## src/rtl/evt_arb_pkg.sv

```systemverilog
package evt_arb_pkg;
  typedef enum logic [2:0] {
    ACT_NONE, ACT_DBG, ACT_SMM, ACT_RST, ACT_NMI, ACT_ACK_LOC, ACT_ACK_LEG, ACT_HLDA
  } act_e;

  // inhibit classes and the masks each request installs
  localparam logic [1:0] CLS_INTR = 2'b01;
  localparam logic [1:0] CLS_DBG  = 2'b10;
  localparam logic [1:0] MASK_SS  = 2'b11;
  localparam logic [1:0] MASK_STI = 2'b01;

  function automatic logic class_hit(input logic live, input logic [1:0] mask,
                                     input logic [1:0] cls);
    return live && ((mask & cls) == cls);
  endfunction
endpackage

```

## src/rtl/evt_shadow.sv

```systemverilog
module evt_shadow
  import evt_arb_pkg::*;
(
  input  logic clk,
  input  logic rst,
  input  logic retire_i,
  input  logic ss_req_i,
  input  logic sti_req_i,
  output logic intr_blk_o,
  output logic dbg_blk_o
);
  logic       live_q;
  logic [1:0] mask_q;
  logic       ss_live;

  assign ss_live = class_hit(live_q, mask_q, MASK_SS);

  always_ff @(posedge clk) begin
    if (rst) begin
      live_q <= 1'b0;
      mask_q <= 2'b00;
    end else if (retire_i) begin
      if (ss_req_i && !ss_live) begin
        live_q <= 1'b1;
        mask_q <= MASK_SS;
      end else if (sti_req_i && !ss_req_i) begin
        live_q <= 1'b1;
        mask_q <= MASK_STI;
      end else begin
        live_q <= 1'b0;
      end
    end
  end

  assign intr_blk_o = class_hit(live_q, mask_q, CLS_INTR);
  assign dbg_blk_o  = class_hit(live_q, mask_q, CLS_DBG);
endmodule

```

## src/rtl/evt_pending.sv

```systemverilog
module evt_pending
  import evt_arb_pkg::*;
(
  input  logic clk,
  input  logic rst,
  input  logic smi_raise_i,
  input  logic smi_block_i,
  input  logic init_raise_i,
  input  logic init_block_i,
  input  logic nmi_raise_i,
  input  logic nmi_unmask_i,
  input  act_e taken_i,
  output logic smi_ok_o,
  output logic init_ok_o,
  output logic nmi_ok_o
);
  logic smi_p_q, init_p_q, nmi_p_q, nmi_m_q;

  always_ff @(posedge clk) begin
    if (rst) begin
      smi_p_q  <= 1'b0;
      init_p_q <= 1'b0;
      nmi_p_q  <= 1'b0;
      nmi_m_q  <= 1'b0;
    end else begin
      smi_p_q  <= (smi_p_q && taken_i != ACT_SMM) || smi_raise_i;
      init_p_q <= (init_p_q && taken_i != ACT_RST) || (init_raise_i && !init_block_i);
      nmi_p_q  <= (nmi_p_q && taken_i != ACT_NMI) || nmi_raise_i;
      if (taken_i == ACT_NMI)
        nmi_m_q <= 1'b1;
      else if (nmi_unmask_i)
        nmi_m_q <= 1'b0;
    end
  end

  assign smi_ok_o  = smi_p_q && !smi_block_i;
  assign init_ok_o = init_p_q && !init_block_i;
  assign nmi_ok_o  = nmi_p_q && !nmi_m_q;
endmodule

```

## src/rtl/evt_pick.sv

```systemverilog
module evt_pick
  import evt_arb_pkg::*;
(
  input  logic [3:0] trap_nib_i,
  input  logic       gate_i,
  input  logic       smi_ok_i,
  input  logic       init_ok_i,
  input  logic       nmi_ok_i,
  input  logic       intr_ok_i,
  input  logic       lapic_i,
  input  logic       hold_i,
  input  logic       intr_blk_i,
  input  logic       dbg_blk_i,
  output act_e       act_o,
  output logic       trap_clr_o
);
  always_comb begin
    act_o      = ACT_NONE;
    trap_clr_o = 1'b0;
    if (trap_nib_i[3])
      act_o = ACT_DBG;
    else if (smi_ok_i && gate_i)
      act_o = ACT_SMM;
    else if (init_ok_i && gate_i)
      act_o = ACT_RST;
    else if (!dbg_blk_i && (|trap_nib_i))
      act_o = ACT_DBG;
    else begin
      trap_clr_o = !dbg_blk_i;
      if (!intr_blk_i && gate_i) begin
        if (nmi_ok_i)       act_o = ACT_NMI;
        else if (intr_ok_i) act_o = lapic_i ? ACT_ACK_LOC : ACT_ACK_LEG;
        else if (hold_i)    act_o = ACT_HLDA;
      end
    end
  end
endmodule

```

## src/rtl/evt_boundary_arbiter.sv

```systemverilog
module evt_boundary_arbiter
  import evt_arb_pkg::*;
#(
  parameter int TRAP_W  = 16,
  parameter int VEC_W   = 8,
  parameter int NMI_VEC = 2
) (
  input  logic              clk,
  input  logic              rst,
  input  logic              retire_i,
  input  logic              ss_inh_i,
  input  logic              sti_inh_i,
  input  logic [TRAP_W-1:0] trap_set_i,
  input  logic              tf_i,
  input  logic              if_i,
  input  logic              gate_i,
  input  logic              smi_raise_i,
  input  logic              smi_block_i,
  input  logic              init_raise_i,
  input  logic              init_block_i,
  input  logic              nmi_raise_i,
  input  logic              nmi_unmask_i,
  input  logic              intr_i,
  input  logic              lapic_pend_i,
  input  logic              hold_req_i,
  output logic              dbg_exc_o,
  output logic              smm_enter_o,
  output logic              soft_rst_o,
  output logic              nmi_take_o,
  output logic [VEC_W-1:0]  nmi_vec_o,
  output logic              ack_lapic_o,
  output logic              ack_legacy_o,
  output logic              hlda_o,
  output logic              work_o
);
  localparam int                SS_BIT  = TRAP_W - 2;
  localparam logic [TRAP_W-1:0] SS_ONLY = TRAP_W'(1) << SS_BIT;
  localparam logic [VEC_W-1:0]  NMI_V   = VEC_W'(NMI_VEC);

  logic              bnd_q;
  logic [TRAP_W-1:0] trap_q, trap_f, trap_eval, trap_d;
  logic              intr_blk, dbg_blk;
  logic              smi_ok, init_ok, nmi_ok, intr_ok, trap_clr;
  act_e              pick, taken;

  evt_shadow u_shadow (
    .clk(clk), .rst(rst), .retire_i(retire_i), .ss_req_i(ss_inh_i),
    .sti_req_i(sti_inh_i), .intr_blk_o(intr_blk), .dbg_blk_o(dbg_blk)
  );

  evt_pending u_pend (
    .clk(clk), .rst(rst), .smi_raise_i(smi_raise_i), .smi_block_i(smi_block_i),
    .init_raise_i(init_raise_i), .init_block_i(init_block_i),
    .nmi_raise_i(nmi_raise_i), .nmi_unmask_i(nmi_unmask_i), .taken_i(taken),
    .smi_ok_o(smi_ok), .init_ok_o(init_ok), .nmi_ok_o(nmi_ok)
  );

  assign intr_ok = (intr_i || lapic_pend_i) && if_i;
  assign trap_f  = gate_i ? trap_q : (trap_q & SS_ONLY);

  evt_pick u_pick (
    .trap_nib_i(trap_f[TRAP_W-1 -: 4]), .gate_i(gate_i), .smi_ok_i(smi_ok),
    .init_ok_i(init_ok), .nmi_ok_i(nmi_ok), .intr_ok_i(intr_ok),
    .lapic_i(lapic_pend_i), .hold_i(hold_req_i), .intr_blk_i(intr_blk),
    .dbg_blk_i(dbg_blk), .act_o(pick), .trap_clr_o(trap_clr)
  );

  assign taken = bnd_q ? pick : ACT_NONE;

  always_comb begin
    trap_eval = (taken == ACT_DBG || trap_clr) ? '0 : trap_f;
    if (taken != ACT_DBG && tf_i)
      trap_eval = trap_eval | SS_ONLY;
    trap_d = (bnd_q ? trap_eval : trap_q) | (retire_i ? trap_set_i : '0);
  end

  always_ff @(posedge clk) begin
    if (rst) begin
      bnd_q        <= 1'b0;
      trap_q       <= '0;
      dbg_exc_o    <= 1'b0;
      smm_enter_o  <= 1'b0;
      soft_rst_o   <= 1'b0;
      nmi_take_o   <= 1'b0;
      nmi_vec_o    <= '0;
      ack_lapic_o  <= 1'b0;
      ack_legacy_o <= 1'b0;
      hlda_o       <= 1'b0;
      work_o       <= 1'b0;
    end else begin
      bnd_q        <= retire_i;
      trap_q       <= trap_d;
      dbg_exc_o    <= taken == ACT_DBG;
      smm_enter_o  <= taken == ACT_SMM;
      soft_rst_o   <= taken == ACT_RST;
      nmi_take_o   <= taken == ACT_NMI;
      nmi_vec_o    <= (taken == ACT_NMI) ? NMI_V : '0;
      ack_lapic_o  <= taken == ACT_ACK_LOC;
      ack_legacy_o <= taken == ACT_ACK_LEG;
      hlda_o       <= taken == ACT_HLDA;
      work_o       <= (gate_i && (smi_ok || init_ok || nmi_ok || intr_ok))
                      || (|trap_q) || hold_req_i;
    end
  end
endmodule

```

## config.mk

```make
export PLATFORM = sky130hd
export DESIGN_NAME = evt_boundary_arbiter
export DESIGN_NICKNAME = d
export VERILOG_FILES = /design/src/rtl/evt_arb_pkg.sv /design/src/rtl/evt_shadow.sv /design/src/rtl/evt_pending.sv /design/src/rtl/evt_pick.sv /design/src/rtl/evt_boundary_arbiter.sv
export SDC_FILE = /design/constraint.sdc
export NUM_CORES = 1
export LEC_CHECK = 0
export BUFFER_PORTS_ARGS = -buffer_cell sky130_fd_sc_hd__buf_2
export CORE_ASPECT_RATIO = 1.4
export CORE_MARGIN = 2
export CORE_UTILIZATION = 49
export CTS_CLUSTER_SIZE = 8
export DETAILED_ROUTE_END_ITERATION = 8
export PLACE_DENSITY = 0.78
export SLEW_MARGIN = 20
export SYNTH_ARGS = -nofsm -noshare
export SYNTH_HDL_FRONTEND = slang
export SYNTH_SLANG_ARGS = --single-unit
```

## constraint.sdc

```tcl
create_clock -name clk -period 2 [get_ports clk]
set_input_delay 0.3 -clock clk [delete_from_list [all_inputs] [get_ports clk]]
set_output_delay 0.3 -clock clk [all_outputs]
set_load 0.02 [all_outputs]
```

==> results of run 1 <==
metrics by stage:
stage	power, uW	area [um^2]
2_1_floorplan	883	1530
3_3_place_gp	943	1730
3_5_place_dp	948	1730
4_1_cts	1450	1820
5_1_grt	1520	1820
6_report	1440	1820
power breakdown:
group / total, uW / switching, uW / internal [uW]
clock: 504 / 230 / 274
combinational: 233 / 135 / 97.9
sequential: 702 / 26.0 / 676
worst max-delay path, delay by kind of cell (launching register included):
| kind | cells | cell delay [ns] |
|---|---|---|
| buffers and inverters | 1 | 0.22 |
| flip-flops | 1 | 0.47 |
| AO/OA/AOI/OAI | 5 | 0.89 |
area by class of cell:
type	count	area (um^2)	area share
Inverter	4	15.0	0.00825
Tap cell	37	46.3	0.0254
Timing Repair Buffer	47	250	0.138
Multi-Input combinational cell	129	774	0.426
Sequential cell	32	641	0.352
Clock inverter	2	10.0	0.00550
Clock buffer	6	82.6	0.0454
layout by cell type, fill, tap and decap left out, types with 7 or more instances in the layout:
cell type,netlist,routed
o21ai_2,11,11
conb_1,1,7
nor2_1,10,10
buf_2,0,41
o21ai_0,7,7
nand3_1,13,13
dfxtp_1,32,32
a21oi_1,8,8
nand2_1,25,25
sequential cells by signal, indices dropped and copies added, names as in the netlist:
signal / cells
trap_q: 16
u_shadow.mask_q: 2
ack_lapic_o: 1
ack_legacy_o: 1
bnd_q: 1
dbg_exc_o: 1
hlda_o: 1
nmi_vec_o: 1
smm_enter_o: 1
soft_rst_o: 1
u_pend.init_p_q: 1
u_pend.nmi_m_q: 1
u_pend.nmi_p_q: 1
u_pend.smi_p_q: 1
u_shadow.live_q: 1
work_o: 1
metal layers:
layer / up-vias / share of wire
li1: 690 / -
met1: 617 / 0.41
met2: 47 / 0.50
met3: 9 / 0.063
met4: 0 / 0.027
met5: - / 0
how the worst max path moves through the flow:
| stage | from | to | slack [ns] | cells past startpoint |
|---|---|---|---|---|
| finish | trap_q[14]$_SDFF_PP0_ | trap_q[11]$_SDFF_PP0_ | 0.32 | 6 |
| CTS | trap_q[14]$_SDFF_PP0_ | trap_q[11]$_SDFF_PP0_ | 0.30 | 6 |
| global route | trap_q[14]$_SDFF_PP0_ | trap_q[11]$_SDFF_PP0_ | 0.16 | 6 |
| floorplan | trap_q[12]$_SDFF_PP0_ | ack_legacy_o$_SDFF_PP0_ | 0.44 | 5 |
| global placement | intr_i | trap_q[8]$_SDFF_PP0_ | 0.30 | 7 |
| detailed placement | intr_i | trap_q[6]$_SDFF_PP0_ | 0.29 | 7 |
kinds of logic (layout without fill, tap and decap cells):
| logic type | after synthesis | in the layout | synth area share |
|---|---|---|---|
| AOI/OAI and AO/OA | 47 | 47 | 0.241 |
| and+or+nand+nor | 75 | 75 | 0.255 |
| buffers and inverters | 19 | 59 | 0.0771 |
| other | 1 | 7 | 0.00249 |
| DFF | 32 | 32 | 0.425 |
==> key figures, run 1 <==
CTS
  • Max Root-Sink Buffers: 2
  • Clock Sinks: 32
  • H-tree levels: 2
  • Clk slew on worst S/H paths: 0.06 ns
  • Cts-stage hold buffer count: 0
  • TritonCTS clock tree: yes
  • Post-CTS Setup Inserts: 0
  • TritonCTS Buffers: 5
  • CTS root buffer: clkbuf_8
  • Resize count post-CTS: 0
  • Clk_lat worst skew: 0.29 ns

Logic synthesis
  • Yosys cell types: 39
  • Post-Syn Instances: 174
  • Synth Flop Type: dfxtp_1
  • Mapped cell area: 1510 um^2
  • Sequential-to-total area share from yosys stat: 0.425
  • FFs w/ async S/R, synth: 0
  • Commonest cells post-synth: 32 x dfxtp_1, 25 x nand2_1, 13 x nand3_1
  • Synth top area share: 0.425
  • EDFF count, synth: 0
  • Most common cell in the netlist: dfxtp_1
  • Synth top area cells: dfxtp_1 42%, o21ai_2 6.4%, nand2_1 6.2%
  • Cell taking the most area after synthesis: dfxtp_1
  • Avg Synthesized Cell Area: 8.67 um^2
  • Synth warn: 0
  • Synthesis-stage register bit count: 32

Floorplan
  • Initial core utilization: 0.519
  • Core box area: 2910 um^2
  • DIE HEIGHT: 69.7 um
  • Die width: 50.9 um
  • # rows: 23
  • Die Area: 3550 um^2
  • Num ports: 49

Drt
  • Wire length per cell: 12.5 um
  • # DRC: 0
  • 1st-pass router iterations: 4
  • Via count: 1363
  • DRT iter0 DRCs: 48
  • Post-route ant nets: 0
  • Via density: 5.30
  • Drt total wl: 3.22 mm

Global routing
  • Total GRT Usage: 0.209
  • First-pass GRT wire length: 5.60 mm
  • GR Overflow Total: 0
  • Met1 GRT Util: 0.220
  • Largest net degree at the start of global routing: 17
  • Gr busiest metal: met2
  • GR Util met2: 0.351
  • Initial antenna violation count: 0
  • Routing usage on met3: 0.0690
  • Via count of the first global-routing pass: 1326

Timing
  • Fin. max-slew vios: 0
  • Final worst slack: 0.318 ns
  • Min cycle time layout: 1.68 ns
  • Slew headroom: 0.348
  • Tcrit/Tclk final: 0.841
  • Setup TNS: 0 ns
  • Fmax: 0.594 GHz
  • Final hold slack: 0.205 ns
  • Final Setup Violations: 0
  • Clk_skew: 0.00417 ns
  • Final Hold Vio Count: 0
  • Worst-margin pin slew: 0.975 ns
  • RSZ-0062 raised after global routing: false

Setup path
  • Crit path kind: reg2reg
  • Crit-path max FO: 9
  • RR Startpoint: trap_q[14]$_SDFF_PP0_
  • Critical path arrival: 1.86 ns
  • CP endpoint kind: flip-flop
  • CP Cell Sequence: a2bb2oi_2, o21ai_4, a31oi_4, o21a_1, buf_4, o21ai_2
  • Worst R2R End: trap_q[11]$_SDFF_PP0_
  • Critical Path RT: 2.18 ns
  • Max incr delay on CP: 0.47 ns
  • R2r setup slk: 0.32 ns
  • Worst path slowest cell: dfxtp_1
  • CP startpoint kind: flip-flop
  • Worst R2R Path Depth: 6

Layout
  • P&R area growth vs syn: 20.6%
  • Fill cell count: 275
  • Ant diodes: 0
  • Utilization after layout: 0.626
  • Final net count: 252
  • Share of post-route cells with drive strength above 1: 0.341
  • Final Non-Filler Cells: 257

Status
  • Status: finished, final reports clean

Place
  • DP Worst Slack: 0.294 ns
  • Dpl cells: 249
  • GPL Wtd Cong: 0.831
  • DP HPWL: 2.47 mm
  • IO Port Bufs: 41

Worst hold path
  • Sink of the worst hold path: trap_q[2]$_SDFF_PP0_
  • Hold Path Class: in2reg
  • Worst Hold Depth: 3
  • Hold Crit Start: trap_set_i[2]

Power and ir drop
  • Maximum vdd drop: 0.000484 V
  • PwrDens: 791 nW/um^2
  • Pleak: 0.000789 uW

Run
  • Max-Cap Viols: 0
Note: power is estimated with default switching activity, not from simulation.
==> run 2: changes to the inputs <==
==> constraint.sdc (replaced) <==
create_clock -name clk -period 1.7 [get_ports clk]
set_input_delay 0.255 -clock clk [delete_from_list [all_inputs] [get_ports clk]]
set_output_delay 0.255 -clock clk [all_outputs]
set_load 0.02 [all_outputs]
==> run 2 against run 1 <==
Worst setup slack got worse by 0.31 ns. Sequential share of layout area fell by 1.6 points. Critical endpoint is now ack_legacy_o$_SDFF_PP0_. Combinational power is 31% higher.
==> key figures, run 2 (synthesized netlist as in run 1, its figures left out) <==
Status
  • Status: finished, final reports clean (unchanged)

CTS
  • Clk slew on worst S/H paths: 0.06 ns (about the same)
  • TritonCTS Buffers: 5 (unchanged)
  • Clock Sinks: 32 (unchanged)
  • H-tree levels: 2 (unchanged)
  • TritonCTS clock tree: yes (unchanged)
  • Clk_lat worst skew: 0.28 ns (was 0.29 ns)
  • Max Root-Sink Buffers: 2 (unchanged)
  • Cts-stage hold buffer count: 0 (unchanged)
  • CTS root buffer: clkbuf_8 (unchanged)

Layout
  • Commonest non-fill, non-tap cell in the layout: buf_2 (unchanged)
  • Share of post-route cells with drive strength above 1: 0.373 (was 0.341)
  • Final Cell Area: 1910 um^2 (was 1820 um^2)
  • Ant diodes: 0 (unchanged)
  • P&R area growth vs syn: 26.4% (was 20.6%)
  • Biggest regs: trap_q (16), u_shadow.mask_q (2) (unchanged)
  • Number of flip-flops in the largest register: 16 (unchanged)
  • Final net count: 257 (was 252)
  • Reg with most FFs: trap_q (unchanged)
  • Most frequent cells in the layout: 41 x buf_2, 31 x dfxtp_1, 24 x nand2_1, 13 x nand3_1, 11 x o21ai_2 (was 41 x buf_2, 32 x dfxtp_1, 25 x nand2_1, 13 x nand3_1, 11 x o21ai_2)

Global routing
  • First-pass GRT wire length: 5.27 mm (was 5.60 mm)
  • Total GRT Usage: 0.198 (was 0.209)
  • Largest net degree at the start of global routing: 17 (unchanged)
  • GR Overflow Total: 0 (unchanged)
  • Via count of the first global-routing pass: 1308 (was 1326)
  • Initial antenna violation count: 0 (unchanged)

Timing
  • Fmax: 0.592 GHz (was 0.594 GHz)
  • Final hold slack: 0.166 ns (was 0.205 ns)
  • Final Hold Vio Count: 0 (unchanged)
  • RSZ-0062 raised after global routing: true (was false)
  • Tcrit/Tclk final: 0.993 (was 0.841)
  • Final worst slack: 0.0119 ns (was 0.318 ns)
  • Fin. max-slew vios: 0 (unchanged)
  • Min cycle time layout: 1.69 ns (was 1.68 ns)
  • Clk_skew: 0.00318 ns (was 0.00417 ns)
  • Worst-margin pin slew: 0.912 ns (was 0.975 ns)
  • Final Setup Violations: 0 (unchanged)
  • Slew headroom: 0.391 (was 0.348)

Drt
  • Wire length per cell: 12.3 um (was 12.5 um)
  • # DRC: 0 (unchanged)
  • Via density: 5.26 (was 5.30)
  • Drt total wl: 3.22 mm (unchanged)
  • Post-route ant nets: 0 (unchanged)
  • DRT iter0 DRCs: 32 (was 48)
  • 1st-pass router iterations: 5 (was 4)
  • Via count: 1378 (was 1363)

Floorplan
  • # rows: 23 (unchanged)
  • Num ports: 49 (unchanged)
  • Core box area: 2910 um^2 (unchanged)
  • Die width: 50.9 um (unchanged)
  • DIE HEIGHT: 69.7 um (unchanged)
  • Initial core utilization: 0.519 (unchanged)
  • Die Area: 3550 um^2 (unchanged)

Setup path
  • Critical path arrival: 1.91 ns (was 1.86 ns)
  • Buf/Inv on CP: 0 (was 1)
  • CP endpoint kind: flip-flop (unchanged)
  • CP startpoint kind: flip-flop (unchanged)
  • Critical Path RT: 1.92 ns (was 2.18 ns)
  • Worst path slowest cell: or3_4 (was dfxtp_1)
  • CP Cell Sequence: or3_4, o21ai_4, nand4_4, or3b_4, a21oi_2 (was a2bb2oi_2, o21ai_4, a31oi_4, o21a_1, buf_4, o21ai_2)
  • Crit path kind: reg2reg (unchanged)
  • Largest delay share family, worst path: simple AND/OR/NAND/NOR gates (was compound AO/OA/AOI/OAI gates)
  • Crit-path max FO: 4 (was 9)
  • Max incr delay on CP: 0.41 ns (was 0.47 ns)

Place
  • GPL Wtd Cong: 0.793 (was 0.831)
  • DP Worst Slack: 0.00819 ns (was 0.294 ns)
  • IO Port Bufs: 41 (unchanged)
  • Area after DPL: 1770 um^2 (was 1730 um^2)
  • DP HPWL: 2.35 mm (was 2.47 mm)

Power and ir drop
  • Maximum vdd drop: 0.000659 V (was 0.000484 V)
  • Pleak: 0.000815 uW (was 0.000789 uW)
  • PwrDens: 965 nW/um^2 (was 791 nW/um^2)

Run
  • Max-Cap Viols: 0 (unchanged)

Worst hold path
  • Hold Path Class: in2reg (unchanged)
-- run 2: final timing paths --
| kind | from | endpoint | slack [ns] | depth (start not counted) |
|---|---|---|---|---|
| min | trap_set_i[7] | trap_q[7]$_SDFF_PP0_ | 0.17 | 3 |
| max | trap_q[12]$_SDFF_PP0_ | ack_legacy_o$_SDFF_PP0_ | 0.01 | 5 |
| max reg2reg | trap_q[12]$_SDFF_PP0_ | ack_legacy_o$_SDFF_PP0_ | 0.01 | 5 |
| min reg2reg | u_shadow.mask_q[0]$_SDFFE_PP0P_ | u_shadow.mask_q[0]$_SDFFE_PP0P_ | 0.46 | 2 |
-- run 2: tightest hold or removal path, delay by kind of cell --
kind	cells	cell delay, ns
AND/OR/NAND/NOR	1	0.05
buffers and inverters	1	0.07
AO/OA/AOI/OAI	1	0.04
-- run 2: report_power, final --
part           internal [uW]  switching (uW)
logic                    134             173
clock network            433             280
registers                796            25.6
total                   1360             478
-- run 2: routing by layer --
| metal | global-route usage | up-vias | wire (um) | share of wire |
|---|---|---|---|---|
| met5 | 0 | - | 0 | 0 |
| met3 | 0.0711 | 5 | 198 | 0.061 |
| met4 | 0.0901 | 0 | 40 | 0.012 |
| li1 | - | 708 | - | - |
| met1 | 0.202 | 618 | 1300 | 0.40 |
| met2 | 0.346 | 47 | 1690 | 0.52 |
-- run 2: layout make-up --
type	instances	area (um^2)
tap	37	46.3
inverter	4	15.0
timing repair buffer	52	300
clock inverter	3	42.5
sequential	32	642
clock buffer	5	68.8
multi-input combinational	129	792
fill	261	1000
-- run 2: timing repair --
action,4_1_cts,5_1_grt
setup endpoints to repair,0,16
resized for setup,0,7
buffers inserted,0,1
-- run 2: metrics by stage --
stage	TNS (ns)	power (uW)	instances	utilization
2_1_floorplan	0	1040	180	-
3_3_place_gp	0	1120	253	0.609
3_5_place_dp	0	1130	253	0.609
4_1_cts	0	1840	261	0.647
5_1_grt	-0.363	1940	262	0.656
6_report	0	1840	262	0.656
==> run 3: changes to the inputs <==
--- a/config.mk
+++ b/config.mk
@@ -8,11 +8,12 @@
 export BUFFER_PORTS_ARGS = -buffer_cell sky130_fd_sc_hd__buf_2
 export CORE_ASPECT_RATIO = 1.4
 export CORE_MARGIN = 2
-export CORE_UTILIZATION = 49
+export CORE_UTILIZATION = 48
 export CTS_CLUSTER_SIZE = 8
 export DETAILED_ROUTE_END_ITERATION = 8
-export PLACE_DENSITY = 0.78
+export PLACE_DENSITY = 0.77
 export SLEW_MARGIN = 20
 export SYNTH_ARGS = -nofsm -noshare
 export SYNTH_HDL_FRONTEND = slang
+export SYNTH_HIERARCHICAL = 1
 export SYNTH_SLANG_ARGS = --single-unit
==> run 3 against run 2 <==
The flow now finishes with violations (negative setup slack). Power grew 3.8%. Clock-buffer cell count is 1 higher. Highest routed layer unchanged. Largest power group unchanged. Synthesized area decreased by 7.9%.
==> key figures, run 3 <==
CTS
  • H-tree levels: 2 (unchanged)
  • Clock Sinks: 32 (unchanged)
  • Clk slew on worst S/H paths: 0.06 ns (about the same)
  • TritonCTS clock tree: yes (unchanged)
  • Clk_lat worst skew: 0.28 ns (about the same)
  • Max Root-Sink Buffers: 2 (unchanged)
  • TritonCTS Buffers: 5 (unchanged)
  • Cts-stage hold buffer count: 0 (unchanged)
  • CTS root buffer: clkbuf_8 (unchanged)

Global routing
  • Initial antenna violation count: 0 (unchanged)
  • Largest net degree at the start of global routing: 17 (unchanged)
  • GR Overflow Total: 0 (unchanged)
  • First-pass GRT wire length: 5.53 mm (was 5.27 mm)
  • Via count of the first global-routing pass: 1307 (was 1308)
  • Total GRT Usage: 0.222 (was 0.198)

Layout
  • Most frequent cells in the layout: 41 x buf_2, 31 x dfxtp_1, 28 x buf_4, 15 x a22o_1, 9 x nor2_1 (was 41 x buf_2, 31 x dfxtp_1, 24 x nand2_1, 13 x nand3_1, 11 x o21ai_2)
  • Final net count: 248 (was 257)
  • Number of flip-flops in the largest register: 16 (unchanged)
  • P&R area growth vs syn: 46.6% (was 26.4%)
  • Reg with most FFs: trap_q (unchanged)
  • Commonest non-fill, non-tap cell in the layout: buf_2 (unchanged)
  • Share of post-route cells with drive strength above 1: 0.477 (was 0.373)
  • Final Non-Filler Cells: 253 (was 262)
  • Biggest regs: trap_q (16), u_shadow/mask_q (2) (was trap_q (16), u_shadow.mask_q (2))
  • Ant diodes: 0 (unchanged)
  • Fill cell count: 228 (was 261)

Timing
  • RSZ-0062 raised after global routing: true (unchanged)
  • Worst-margin pin slew: 0.604 ns (was 0.912 ns)
  • Final worst slack: -0.507 ns (was 0.0119 ns)
  • Final Hold Vio Count: 0 (unchanged)
  • Final Setup Violations: 27 (was 0)
  • Fin. max-slew vios: 0 (unchanged)
  • Final hold slack: 0.180 ns (was 0.166 ns)
  • Fmax: 0.453 GHz (was 0.592 GHz)
  • Min cycle time layout: 2.21 ns (was 1.69 ns)
  • Setup TNS: -10.85 ns (was 0 ns)
  • Clk_skew: 0.00518 ns (was 0.00318 ns)
  • Slew headroom: 0.596 (was 0.391)
  • Tcrit/Tclk final: 1.30 (was 0.993)

Place
  • DP Worst Slack: -0.545 ns (was 0.00819 ns)
  • IO Port Bufs: 41 (unchanged)
  • DP HPWL: 2.55 mm (was 2.35 mm)
  • GPL Wtd Cong: 0.984 (was 0.793)
  • Dpl cells: 240 (was 253)

Drt
  • DRT iter0 DRCs: 18 (was 32)
  • Via count: 1322 (was 1378)
  • Drt total wl: 3.43 mm (was 3.22 mm)
  • Wire length per cell: 13.6 um (was 12.3 um)
  • Via density: 5.23 (was 5.26)
  • Post-route ant nets: 0 (unchanged)
  • 1st-pass router iterations: 4 (was 5)
  • # DRC: 0 (unchanged)

Floorplan
  • Die Area: 3350 um^2 (was 3550 um^2)
  • Die width: 49.5 um (was 50.9 um)
  • DIE HEIGHT: 67.7 um (was 69.7 um)
  • Core box area: 2820 um^2 (was 2910 um^2)
  • # rows: 23 (unchanged)
  • Num ports: 49 (unchanged)
  • Initial core utilization: 0.493 (was 0.519)

Logic synthesis
  • Synth top area share: 0.461 (was 0.425)
  • Cell taking the most area after synthesis: dfxtp_1 (unchanged)
  • Most common cell in the netlist: dfxtp_1 (unchanged)
  • Commonest cells post-synth: 32 x dfxtp_1, 15 x a22o_1, 9 x nor2_1 (was 32 x dfxtp_1, 25 x nand2_1, 13 x nand3_1)
  • Post-Syn Instances: 140 (was 174)
  • Avg Synthesized Cell Area: 9.93 um^2 (was 8.67 um^2)
  • Synthesis-stage register bit count: 32 (unchanged)
  • Synth warn: 6 (was 0)
  • Synth top area cells: dfxtp_1 46%, a22o_1 9.5%, buf_4 4.3% (was dfxtp_1 42%, o21ai_2 6.4%, nand2_1 6.2%)
  • FFs w/ async S/R, synth: 0 (unchanged)
  • EDFF count, synth: 0 (unchanged)
  • Synth Flop Type: dfxtp_1 (unchanged)
  • Sequential-to-total area share from yosys stat: 0.461 (was 0.425)
  • Yosys cell types: 41 (was 39)
  • Mapped cell area: 1390 um^2 (was 1510 um^2)

Setup path
  • R2r setup slk: -0.51 ns (was 0.01 ns)
  • Critical Path Start: trap_q[12]$_SDFF_PP0_ (unchanged)
  • RR Startpoint: trap_q[12]$_SDFF_PP0_ (unchanged)
  • Critical path arrival: 2.38 ns (was 1.91 ns)
  • Worst R2R Path Depth: 9 (was 5)
  • CP startpoint kind: flip-flop (unchanged)
  • Setup crit end: u_pend/nmi_p_q$_SDFF_PP0_ (was ack_legacy_o$_SDFF_PP0_)
  • Worst R2R End: u_pend/nmi_p_q$_SDFF_PP0_ (was ack_legacy_o$_SDFF_PP0_)
  • CP endpoint kind: flip-flop (unchanged)
  • Crit-path max FO: 4 (unchanged)
  • Crit path kind: reg2reg (unchanged)
  • Critical Path RT: 1.88 ns (was 1.92 ns)

Worst hold path
  • Hold Path Class: in2reg (unchanged)

Status
  • Status: complete, but fails checks (was finished, final reports clean)
  • Failing checks: negative setup slack

Power and ir drop
  • Maximum vdd drop: 0.000773 V (was 0.000659 V)
  • Pleak: 0.000961 uW (was 0.000815 uW)
  • Total Power: 1910 uW (was 1840 uW)
  • PwrDens: 937 nW/um^2 (was 965 nW/um^2)

Run
  • Max-Cap Viols: 0 (unchanged)
run 3: final cells by class:
cell class / instances / area (um^2) / area share
Clock buffer: 6 / 72.6 / 0.0356
Clock inverter: 2 / 35.0 / 0.0172
Inverter: 5 / 18.8 / 0.00921
Multi-Input combinational cell: 97 / 743 / 0.365
Sequential cell: 32 / 642 / 0.315
Tap cell: 37 / 46.3 / 0.0227
Timing Repair Buffer: 74 / 480 / 0.236
run 3: layer usage:
metal  share of wire  track usage  vias up
met3           0.052       0.0553        8
met2            0.54        0.451       51
li1                -            -      651
met4           0.022        0.101        0
met5               0            0        -
met1            0.38        0.205      612
run 3: where the power goes:
part / internal (uW) / leakage (uW) / switching [uW] / total (uW)
clock network: 434 / 0.0000552 / 275 / 710
logic: 206 / 0.000642 / 170 / 376
registers: 797 / 0.000264 / 27.7 / 824
total: 1440 / 0.000961 / 473 / 1910
run 3: stage by stage:
step                cell area [um^2]   util
finish                          2040  0.723
global route                    2040  0.723
CTS                             2000  0.710
detailed placement              1810  0.643
global placement                1810  0.643
floorplan                       1430      -
run 3: how the worst min path moves through the flow:
| stage | startpoint | end | slack, ns | depth (start not counted) |
|---|---|---|---|---|
| after floorplan | rst | u_pend/nmi_m_q$_SDFFE_PP0P_ | 0.32 | 1 |
| after global placement | u_pend/nmi_m_q$_SDFFE_PP0P_ | u_pend/nmi_m_q$_SDFFE_PP0P_ | 0.46 | 2 |
| after detailed placement | trap_set_i[5] | trap_q[5]$_SDFF_PP0_ | 0.47 | 2 |
| after CTS | trap_set_i[12] | trap_q[12]$_SDFF_PP0_ | 0.17 | 2 |
| after global routing | trap_set_i[12] | trap_q[12]$_SDFF_PP0_ | 0.17 | 2 |
| final | trap_set_i[4] | trap_q[4]$_SDFF_PP0_ | 0.18 | 2 |
run 3: logic make-up (layout without fill, tap and decap cells):
group,after synthesis,after routing,share of synthesized area
AOI/OAI and AO/OA,35,35,0.203
buffers and inverters,17,87,0.0747
muxes,1,1,0.00720
other,1,7,0.00270
and+or+nand+nor,54,54,0.252
DFF,32,32,0.461
run 3: worst max-delay path, stage by stage (launching register included):
cell      delay, ns
dfxtp_2        0.32
and2_4         0.15
nor4_4         0.36
o221ai_1       0.19
a21o_1         0.22
buf_6          0.12
and2_4         0.15
or3b_4         0.39
a21oi_2        0.14
nor2_1         0.05
run 3: repair_timing:
action | 4_1_cts | 5_1_grt
setup buffers | 4 | 2
pin swaps | 6 | 6
resized for setup | 13 | 3
setup endpoints to repair | 27 | 27
